<file path="src/rtl/bank_act_guard.sv">
module bank_act_guard #(
  parameter int CLK_PS  = 7500,
  parameter int TRCD_PS = 22500,
  parameter int TRC_PS  = 65000,
  parameter int TRRD_PS = 15000,
  parameter int BANK_W  = 2,
  parameter int ROW_W   = 13
) (
  input  logic              clk,
  input  logic              rst_n,
  input  logic              cmd_valid,
  input  logic [2:0]        cmd,
  input  logic [BANK_W-1:0] cmd_bank,
  input  logic [ROW_W-1:0]  cmd_row,
  output logic              cmd_ok,
  output logic              proto_err,
  output logic [(1<<BANK_W)-1:0] bank_open,
  output logic [ROW_W-1:0]  open_row
);
  localparam int NB    = 1 << BANK_W;
  localparam int RCD_C = (TRCD_PS + CLK_PS - 1) / CLK_PS;
  localparam int RC_C  = (TRC_PS + CLK_PS - 1) / CLK_PS;
  localparam int RRD_C = (TRRD_PS + CLK_PS - 1) / CLK_PS;
  localparam int MAX_C = (RC_C > RCD_C) ? ((RC_C > RRD_C) ? RC_C : RRD_C)
                                        : ((RCD_C > RRD_C) ? RCD_C : RRD_C);
  localparam int CW    = $clog2(MAX_C + 2);
  localparam logic [CW-1:0] RCD_LD = CW'((RCD_C > 0) ? RCD_C - 1 : 0);
  localparam logic [CW-1:0] RC_LD  = CW'((RC_C > 0) ? RC_C - 1 : 0);
  localparam logic [CW-1:0] RRD_LD = CW'((RRD_C > 0) ? RRD_C - 1 : 0);
  localparam logic [CW-1:0] SAT    = CW'(MAX_C);

  logic [CW-1:0]    rcd_q [NB];
  logic [CW-1:0]    rc_q  [NB];
  logic [ROW_W-1:0] row_q [NB];
  logic             open_q[NB];
  logic [CW-1:0]    rrd_q;

  wire is_act = (cmd == 3'd1);
  wire is_acc = (cmd == 3'd2) || (cmd == 3'd3);
  wire is_pre = (cmd == 3'd4);
  wire b_open = open_q[cmd_bank];

  assign cmd_ok    = is_act ? (!b_open && rc_q[cmd_bank] == '0 && rrd_q == '0)
                   : is_acc ? (b_open && rcd_q[cmd_bank] == '0)
                   : 1'b1;
  assign proto_err = cmd_valid && is_acc && !b_open;
  assign open_row  = row_q[cmd_bank];

  wire take = cmd_valid && cmd_ok;

  always_ff @(posedge clk) begin
    if (!rst_n)                rrd_q <= '0;
    else if (take && is_act)   rrd_q <= RRD_LD;
    else if (rrd_q != '0)      rrd_q <= rrd_q - 1'b1;
  end

  for (genvar i = 0; i < NB; i++) begin : g_bank
    wire hit = take && (cmd_bank == BANK_W'(i));
    assign bank_open[i] = open_q[i];

    always_ff @(posedge clk) begin
      if (!rst_n) begin
        rcd_q[i]  <= '0;
        rc_q[i]   <= '0;
        row_q[i]  <= '0;
        open_q[i] <= 1'b0;
      end else if (hit && is_act) begin
        rcd_q[i]  <= RCD_LD;
        rc_q[i]   <= RC_LD;
        row_q[i]  <= cmd_row;
        open_q[i] <= 1'b1;
      end else begin
        if (rcd_q[i] != '0) rcd_q[i] <= rcd_q[i] - 1'b1;
        if (rc_q[i]  != '0) rc_q[i]  <= rc_q[i]  - 1'b1;
        if (hit && is_pre)  open_q[i] <= 1'b0;
      end
    end
  end

  logic [CW-1:0] since_any;
  logic [CW-1:0] since_b[NB];

  always_ff @(posedge clk) begin
    if (!rst_n)                  since_any <= SAT;
    else if (take && is_act)     since_any <= CW'(1);
    else if (since_any != SAT)   since_any <= since_any + 1'b1;
  end

  for (genvar i = 0; i < NB; i++) begin : g_chk
    always_ff @(posedge clk) begin
      if (!rst_n)                                         since_b[i] <= SAT;
      else if (take && is_act && cmd_bank == BANK_W'(i))  since_b[i] <= CW'(1);
      else if (since_b[i] != SAT)                         since_b[i] <= since_b[i] + 1'b1;
    end
  end


  rrd_gap_chk: assert property (@(posedge clk) disable iff (!rst_n)
    (take && is_act) |-> (since_any >= CW'(RRD_C)));

  rc_gap_chk: assert property (@(posedge clk) disable iff (!rst_n)
    (take && is_act) |-> (since_b[cmd_bank] >= CW'(RC_C)));

  rcd_gap_chk: assert property (@(posedge clk) disable iff (!rst_n)
    (take && is_acc) |-> (since_b[cmd_bank] >= CW'(RCD_C)));

  act_opens_chk: assert property (@(posedge clk) disable iff (!rst_n)
    (take && is_act) |=> bank_open[$past(cmd_bank)]);

  pre_closes_chk: assert property (@(posedge clk) disable iff (!rst_n)
    (cmd_valid && is_pre) |=> !bank_open[$past(cmd_bank)]);

  err_refused_chk: assert property (@(posedge clk) disable iff (!rst_n)
    proto_err |-> !cmd_ok);

  refused_stable_chk: assert property (@(posedge clk) disable iff (!rst_n)
    (cmd_valid && !cmd_ok) |=> $stable(bank_open));
endmodule

</file>
<file path="config.mk">
export PLATFORM = sky130hd
export DESIGN_NAME = bank_act_guard
export DESIGN_NICKNAME = d
export VERILOG_FILES = /design/src/rtl/bank_act_guard.sv
export SDC_FILE = /design/constraint.sdc
export NUM_CORES = 1
export LEC_CHECK = 0
export BUFFER_PORTS_ARGS = -buffer_cell sky130_fd_sc_hd__buf_2
export CAP_MARGIN = 20
export CORE_AREA = 2 2 107 109
export CTS_BUF_LIST = sky130_fd_sc_hd__clkbuf_4 sky130_fd_sc_hd__clkbuf_8
export DETAILED_ROUTE_END_ITERATION = 10
export DIE_AREA = 0 0 109 111
export GPL_ROUTABILITY_DRIVEN = 1
export PLACE_DENSITY = 0.7
export SETUP_SLACK_MARGIN = 0.05
export SYNTH_ARGS = -nofsm -noshare
export SYNTH_HDL_FRONTEND = slang
export SYNTH_SLANG_ARGS = --single-unit
</file>
<file path="constraint.sdc">
create_clock -name clk -period 3.4 [get_ports clk]
set_clock_uncertainty 0.2 [all_clocks]
set_input_delay 0.68 -clock clk [delete_from_list [all_inputs] [get_ports clk]]
set_output_delay 0.68 -clock clk [all_outputs]
set_load 0.02 [all_outputs]
</file>
==> results of run 1 <==
## power by group through the flow
| stage | Sequential (W) | Clock [W] | Combinational (W) |
|---|---|---|---|
| CTS | 0.00172 | 0.000755 | 0.00108 |
| floorplan | 0.00169 | 0 | 0.000849 |
| global route | 0.00176 | 0.000791 | 0.00122 |
| global placement | 0.00173 | 0 | 0.00105 |
| detailed placement | 0.00175 | 0 | 0.00108 |
| finish | 0.00172 | 0.000741 | 0.00109 |
## flip-flops by register name (all words and copies together) (netlist names)
name    cells
open_q      4
rcd_q      16
rrd_q       4
rc_q       16
row_q      52
## final cells by class
cell class | instances | area, µm²
inverter | 23 | 86.3
fill | 974 | 5800
clock inverter | 7 | 75.1
timing repair buffer | 52 | 295
multi-input combinational | 228 | 1800
sequential | 92 | 2710
tap | 143 | 179
clock buffer | 9 | 124
## worst max-delay path: cells and delay by family, from the launching register on
kind            cells  cell delay (ns)
simple gates        1             0.58
flops               1             0.46
compound gates      3             0.78
buf+inv             1             0.16
## cell usage after synthesis (all sizes together), types with 6 or more instances
| master | count | share of area [%] |
|---|---|---|
| nand3b | 7 | 1.1 |
| a21oi | 16 | 1.7 |
| nor3b | 8 | 1.3 |
| nor3 | 21 | 2.2 |
| edfxtp | 87 | 56 |
| nand2 | 6 | 0.48 |
| mux4 | 14 | 6.7 |
| clkbuf | 6 | 0.48 |
| buf | 10 | 1.4 |
| nand2b | 12 | 1.6 |
| nor2 | 8 | 0.64 |
| o31ai | 6 | 1.5 |
| or3 | 8 | 1.1 |
| o21ai | 7 | 0.83 |
| or4 | 7 | 1.2 |
| and2 | 54 | 7.2 |
| ha | 10 | 2.7 |
| inv | 23 | 1.8 |
## how the worst max path moves through the flow
stage / startpoint / end / slack [ns] / cells past startpoint
2_1_floorplan: cmd_bank[0] / rc_q[2][0] / 0.18 / 5
3_3_place_gp: cmd_bank[0] / cmd_ok / 0.28 / 6
3_5_place_dp: cmd_bank[0] / cmd_ok / 0.29 / 6
4_1_cts: rrd_q[0] / cmd_ok / 0.12 / 7
5_1_grt: rc_q[0][0] / cmd_ok / 0.06 / 5
6_report: rc_q[0][2] / cmd_ok / 0.17 / 5
## through the flow
| stage | area [µm²] | total power, W | hold slack, ns | instances | util (%) |
|---|---|---|---|---|---|
| after floorplan | 4690 | 0.00254 | 0.296 | 359 | - |
| after global placement | 5070 | 0.00278 | 0.316 | 538 | 45.8 |
| after detailed placement | 5070 | 0.00283 | 0.347 | 538 | 45.8 |
| after CTS | 5270 | 0.00356 | 0.370 | 554 | 47.6 |
| after global routing | 5270 | 0.00377 | 0.386 | 554 | 47.6 |
| final | 5270 | 0.00355 | 0.365 | 554 | 47.6 |
## per-layer routing
layer / GRT usage, % / wire length [µm] / vias to the layer above
li1: - / - / 1451
met1: 20.0 / 3760 / 1437
met2: 27.7 / 4750 / 74
met3: 2.47 / 534 / 10
met4: 6.50 / 153 / 0
met5: 0 / 0 / -
## cell families (layout without fill, tap and decap cells)
family,count (synthesis),after routing
AO/OA/AOI/OAI,50,50
XOR/XNOR,2,2
adder cells (fa/ha/maj),10,10
buffers and inverters,39,91
flip-flops,92,92
multiplexers,16,16
AND/OR/NAND/NOR,150,150
## repair_timing
action	CTS	global route
endpoints found under the setup margin	0	1
resized for setup	0	3
buffers inserted	0	0
==> results.toml, run 1 <==
[setup_path]
cp_data_arrival_time_ns = 2.35
cp_slowest_cell = "or4_4"
worstPathCellList = "or4_4 -> a211o_1 -> a211o_2 -> a31oi_1 -> buf_4"
rrSetupSlack_ns = 0.59
timing.rr.start = "rc_q[0][2]"
cp-end-kind = "output pin"
r2r_cells = 6
slowest_delay_ns = 0.58
crit_required_ns = 2.52
critPathMaxFanout = 5
r2r-end = "rc_q[2][3]"
crit_type = "flip-flop to output pin"
critPathLaunchType = "flip-flop"

[floorplan]
die_w_um = 109
core_area_um2 = 11100
die_height_um = 111
dieArea_um2 = 12100
io_pins = 40
initial_utilization_pct = 42.3
row_count = 39

[detailed_routing]
vias = 2972
ant_nets = 0
drc_errors = 0
first_pass_iters = 4
wirelength_um = 9200
wl_per_cell_um = 16.6
drtIter0Drc = 126
via_per_inst = 5.36

[timing]
postLayoutSetupSlackWorst_ns = 0.171
worst_slew_pin_slew_ns = 0.617
final_hold_viol_count = 0
rsz0062_at_grt = "false"
final.setup.tns_ns = 0
setup_violations = 0
period_share_pct = 95.0
max_freq_mhz = 310
maxSlewViolCount = 0
slew_headroom_pct = 58.3
finalCriticalPeriod_ns = 3.23

[yosys]
synth_fa_ha_area_share_pct = 2.67
postSynth.asyncResetShare_pct = 0
synth_flop_cell = "edfxtp_1"
synth-xor-area-share_pct = 0.374
synth_fp_nets = 390
syn-instance-count = 359
avgSynthCellArea_um2 = 13.1
synth_compound_area_share_pct = 8.44
synthMuxAreaShare_pct = 7.21
yosysSeqAreaShare_pct = 57.9
syn_area_um2 = 4690
synth_top_family_by_area = "simple AND/OR/NAND/NOR gates"
synth_warnings = 0
synth_cell_types = 56
ys_ff_latch = 92
synth_edf_count = 87
synthSimpleGateAreaFrac_pct = 19.7

[pwr]
sw_frac_of_total_pct = 34.7
seqPwrFrac_pct = 48.6
p_int_w = 0.00232
p_sw_w = 0.00123
power_frac_comb_pct = 30.6
p_clk_share_pct = 20.9
power.density_nw_per_um2 = 673
p_leak_nw = 2.02
ir_drop_mv = 0.359

[clocking]
cts_sinks = 92
htreeDepth = 3
clk_latency_ns = 0.37
clockBufferDepth = 2
cts-root-buf = "clkbuf_8"
cts_tree = "yes"
clkTransAtPathRegs_ns = 0.10
cts_buffers = 9
holdBufCountCts = 0

[finish]
diodes = 0
syn_to_final_growth_pct = 12.6
layout-drive-gt1-share_pct = 23.6
fin_nets = 437
layout_commonest_cell = "edfxtp_1"
layout_common_cells = "edfxtp_1 (87), and2_1 (54), buf_2 (38), inv_1 (22), nor3_1 (21)"

[min_path]
hold_path_class = "flip-flop to flip-flop"
whs_path_depth = 2
worstHoldStart = "rrd_q[3]"
hold_end = "rrd_q[3]"

[placement]
dp_slack_ns = 0.290
gp_congestion = 0.840
io_buffers = 39
dp_hpwl_um = 6420

[run]
cap_violations = 0

[grt]
grt_pass1_vias = 2978
grt_max_degree = 23
grt_usage_pct = 16.1
grt_pass1_wl_um = 14700
antenna_found_initial = 0
grt.overflow.total = 0

[status]
run_status = "finished clean"
Note: power is estimated with default switching activity, not from simulation.
==> inputs of run 2 (changes only) <==
BUFFER_PORTS_ARGS = unset   (was -buffer_cell sky130_fd_sc_hd__buf_2)
CORE_AREA = 2 2 128 130   (was 2 2 107 109)
DIE_AREA = 0 0 130 132   (was 0 0 109 111)
DONT_BUFFER_PORTS = 1   (was unset)
PLACE_DENSITY = 0.54   (was 0.7)
clock period = 2.6 ns   (was 3.4 ns; I/O delays follow)
==> run 2 against run 1 <==
Effect of this change: the flow now finishes with violations (setup timing); global-route usage fell by 3.4 points; cell area rose by 7.8%; via count rose by 2.1%; largest cell class unchanged; register-to-register slack got worse by 0.46 ns; setup slack got worse by 0.65 ns; sequential power rose by 30%; die area rose by 42%; clock power rose by 38%; combinational power rose by 67%; critical path depth fell by 1; routed wire length rose by 11%.
==> results.toml, run 2 (same netlist as run 1, synthesis figures left out) <==
[status]
run_status = "complete, but fails checks"
violations = "setup timing"

[detailed_routing]
met3WireLength_um = 673
first_pass_iters = 4
ant_nets = 0
wl_per_cell_um = 16.3
top_layer_used = "met4"
m1WireLength_um = 4490
drtIter0Drc = 187
wl_met2_um = 4850
wirelength_um = 10200
drc_errors = 0
vias = 3035
via_per_inst = 4.83

[setup_path]
critPathMaxFanout = 2
crit_type = "flip-flop to output pin"
cp-end-kind = "output pin"
cp_data_arrival_time_ns = 2.36
r2r_cells = 7
critPathLaunchType = "flip-flop"
crit_required_ns = 1.88

[timing]
final_hold_viol_count = 0
slew_headroom_pct = 64.7
max_freq_mhz = 324
setup_violations = 1
final.setup.tns_ns = -0.483
finalCriticalPeriod_ns = 3.08
hold_ws_ns = 0.0579
rsz0062_at_grt = "true"
worst_slew_pin_slew_ns = 0.529
period_share_pct = 119
postLayoutSetupSlackWorst_ns = -0.483
maxSlewViolCount = 0

[finish]
largest_register_ffs = 52
top_regs = "row_q x52, rc_q x16, rcd_q x16"
instances_no_fill = 628
layout-drive-gt1-share_pct = 27.7
syn_to_final_growth_pct = 21.4
post-route-util_pct = 36.2
layout_common_cells = "edfxtp_1 (87), and2_1 (54), buf_4 (39), inv_1 (21), nor3_1 (20)"
layout_commonest_cell = "edfxtp_1"
diodes = 0
fin_nets = 438
regMostFlops = "row_q"
nFillCells = 1529

[grt]
grt_max_degree = 24
grt.overflow.total = 0
grt_pass1_wl_um = 16500
antenna_found_initial = 0
grt_usage_pct = 12.7
grt_pass1_vias = 3069

[pwr]
power.total_w = 0.00507
p_leak_nw = 2.11
ir_drop_mv = 0.313
power.density_nw_per_um2 = 891

[min_path]
hold_path_class = "input port to flip-flop"
whs_path_depth = 1

[floorplan]
io_pins = 40
die_height_um = 132
initial_utilization_pct = 29.8
dieArea_um2 = 17200
row_count = 46
core_area_um2 = 15700
die_w_um = 130

[placement]
io_buffers = 0
dp_hpwl_um = 7020
gp_congestion = 0.854
dp.cells = 602

[run]
cap_violations = 0

[clocking]
clockBufferDepth = 2
cts_sinks = 92
cts-root-buf = "clkbuf_8"
cts_buffers = 9
clk_latency_ns = 0.39
htreeDepth = 3
clkTransAtPathRegs_ns = 0.08
cts_tree = "yes"
holdBufCountCts = 0
-- run 2: per-stage QoR --
step	setup WS (ns)	cell area (µm²)
floorplan	-0.348	4710
finish	-0.483	5690
global placement	-0.0319	5280
CTS	-0.456	5550
detailed placement	-0.0872	5280
global route	-0.615	5690
-- run 2: power by group --
part / switching, W / internal [W] / leakage (nW)
sequential: 0.000214 / 0.00201 / 0.968
clock: 0.000550 / 0.000474 / 0.107
combinational: 0.000911 / 0.000904 / 1.03
-- run 2: path summary, 6_finish.rpt --
check                    from          to  slack, ns
setup / recovery  rcd_q[0][2]      cmd_ok      -0.48
hold / removal          rst_n    rrd_q[1]       0.06
setup reg to reg   rc_q[0][0]  rc_q[2][0]       0.13
hold reg to reg      rrd_q[3]    rrd_q[3]       0.34
-- run 2: area by class of cell --
cell class | count | area [µm²] | area share [%]
flip-flops and latches | 92 | 2720 | 47.7
multi-input cells | 228 | 1900 | 33.5
repair buffers | 53 | 503 | 8.84
well taps | 216 | 270 | 4.75
clock buffers | 10 | 131 | 2.31
inverters | 23 | 86.3 | 1.52
clock inverters | 6 | 76.3 | 1.34
-- run 2: repair_timing --
action	in CTS	in global routing
gates resized for setup	8	24
cloned	0	1
setup buffers	4	7
endpoints found under the setup margin	9	90
pin swaps	3	6
-- run 2: critical path: stages (launching register included) --
cell,delay [ns]
edfxtp_1,0.39
or4_4,0.58
a222oi_1,0.55
a311oi_2,0.21
a31oi_4,0.26
-- run 2: layer usage --
layer  vias up  GRT usage [%]
met3        20           4.63
li1       1459              -
met5         -              0
met2        72           20.1
met4         0           4.60
met1      1484           16.0
==> inputs of run 3 (changes only) <==
REMOVE_ABC_BUFFERS = 1   (was unset)
==> run 3 against run 2 <==
Effect of this change: the flow still finishes with violations (setup timing); utilization rose by 2.1 points; register-to-register slack got worse by 0.16 ns; cell area increased by 5.7%; critical path type unchanged; final cell count is 2.9% higher; first-iteration DRC count shrank 16%; largest cell class unchanged; largest power group unchanged; highest routed layer unchanged; clock-buffer cell count did not move; combinational power increased by 17%; via count is 3.9% higher; critical path depth grew 1; clock power hardly changed; total power up 5.5%; routed wire length rose by 8.1%.
==> results.toml, run 3 (same netlist as run 1, synthesis figures left out) <==
[setup_path]
crit_type = "flip-flop to output pin"
critPathLaunchType = "flip-flop"
cp-end-kind = "output pin"
cp_data_arrival_time_ns = 2.27
crit_required_ns = 1.88
critPathMaxFanout = 3

[clocking]
cts_tree = "yes"
cts_buffers = 9
cts-root-buf = "clkbuf_8"
clk_latency_ns = 0.37
cts_sinks = 92
htreeDepth = 3
holdBufCountCts = 0
clockBufferDepth = 2
clkTransAtPathRegs_ns = 0.09

[floorplan]
die_height_um = 132
initial_utilization_pct = 29.8
row_count = 46
die_w_um = 130
core_area_um2 = 15700
dieArea_um2 = 17200
io_pins = 40

[grt]
grt_pass1_vias = 3168
grt_max_degree = 24
grt_usage_pct = 13.0
antenna_found_initial = 0
grt_pass1_wl_um = 16800
grt.overflow.total = 0

[min_path]
hold_path_class = "input port to flip-flop"

[finish]
top_regs = "row_q x52, rc_q x16, rcd_q x16"
diodes = 0
layout-drive-gt1-share_pct = 34.9
fin_nets = 456
layout_commonest_cell = "edfxtp_1"
regMostFlops = "row_q"
nFillCells = 1487
syn_to_final_growth_pct = 28.3
post-route-util_pct = 38.3
layout_common_cells = "edfxtp_1 (87), and2_1 (54), buf_4 (46), inv_1 (23), buf_6 (15)"
largest_register_ffs = 52

[detailed_routing]
wirelength_um = 11100
wl_per_cell_um = 17.2
ant_nets = 0
drc_errors = 0
first_pass_iters = 4
via_per_inst = 4.88
vias = 3153
drtIter0Drc = 158

[timing]
finalCriticalPeriod_ns = 2.99
final.setup.tns_ns = -0.638
rsz0062_at_grt = "true"
period_share_pct = 115
worst_slew_pin_slew_ns = 0.902
setup_violations = 33
slew_headroom_pct = 39.7
max_freq_mhz = 334
maxSlewViolCount = 0
final_hold_viol_count = 0
postLayoutSetupSlackWorst_ns = -0.393

[run]
cap_violations = 0

[status]
violations = "setup timing"
run_status = "complete, but fails checks"

[pwr]
p_leak_nw = 2.26
ir_drop_mv = 0.356
power.density_nw_per_um2 = 889

[placement]
gp_congestion = 0.761
dp_hpwl_um = 7370
io_buffers = 0
[run 3: path summary, 6_finish.rpt]
path / cells past startpoint / slack (ns) / endpoint / start
max: 5 / -0.39 / cmd_ok / rc_q[0][3]
min reg2reg: 2 / 0.34 / rrd_q[3] / rrd_q[3]
min: 2 / 0.07 / rrd_q[0] / rst_n
max reg2reg: 9 / -0.03 / rcd_q[0][1] / rc_q[0][3]
[run 3: what timing repair did]
action | 4_1_cts | 5_1_grt
pin swaps | 7 | 19
gates cloned | 2 | 3
setup buffers | 6 | 7
endpoints found under the hold margin | 0 | 0
resized for setup | 22 | 51
endpoints found under the setup margin | 67 | 112
[run 3: routing by layer]
metal	vias to the layer above	GRT usage (%)	wire length (µm)
met5	-	0	0
met1	1559	15.3	4600
met2	74	21.6	5680
li1	1494	-	-
met3	26	3.45	450
met4	0	6.45	348
[run 3: critical path, cell delays in order (launching register included)]
cell and delay, ns:
edfxtp_1 0.39, or4_4 0.56, a211o_1 0.31, a211o_2 0.31
a31oi_1 0.16, buf_4 0.17
[run 3: power breakdown]
group / internal, W / switching [W]
combinational: 0.00106 / 0.00106
sequential: 0.00201 / 0.000207
clock: 0.000464 / 0.000538
total: 0.00354 / 0.00181
[run 3: final cells by class]
type	count	area, µm²	share of cell area (%)
Sequential cell	92	2710	45.1
Inverter	23	86.3	1.44
Tap cell	216	270	4.49
Clock inverter	6	68.8	1.14
Clock buffer	10	131	2.18
Multi-Input combinational cell	228	2030	33.7
Timing Repair Buffer	71	714	11.9
[run 3: stage by stage]
| stage | power, W | instances | setup slack (ns) | area, µm² | hold WS [ns] |
|---|---|---|---|---|---|
| floorplan | 0.00328 | 343 | -0.516 | 4600 | 0.296 |
| global placement | 0.00387 | 613 | -0.0556 | 5320 | 0.320 |
| detailed placement | 0.00394 | 613 | -0.103 | 5320 | 0.327 |
| CTS | 0.00506 | 637 | -0.377 | 5670 | 0.0484 |
| global route | 0.00569 | 646 | -0.461 | 6010 | 0.0667 |
| finish | 0.00534 | 646 | -0.393 | 6010 | 0.0736 |
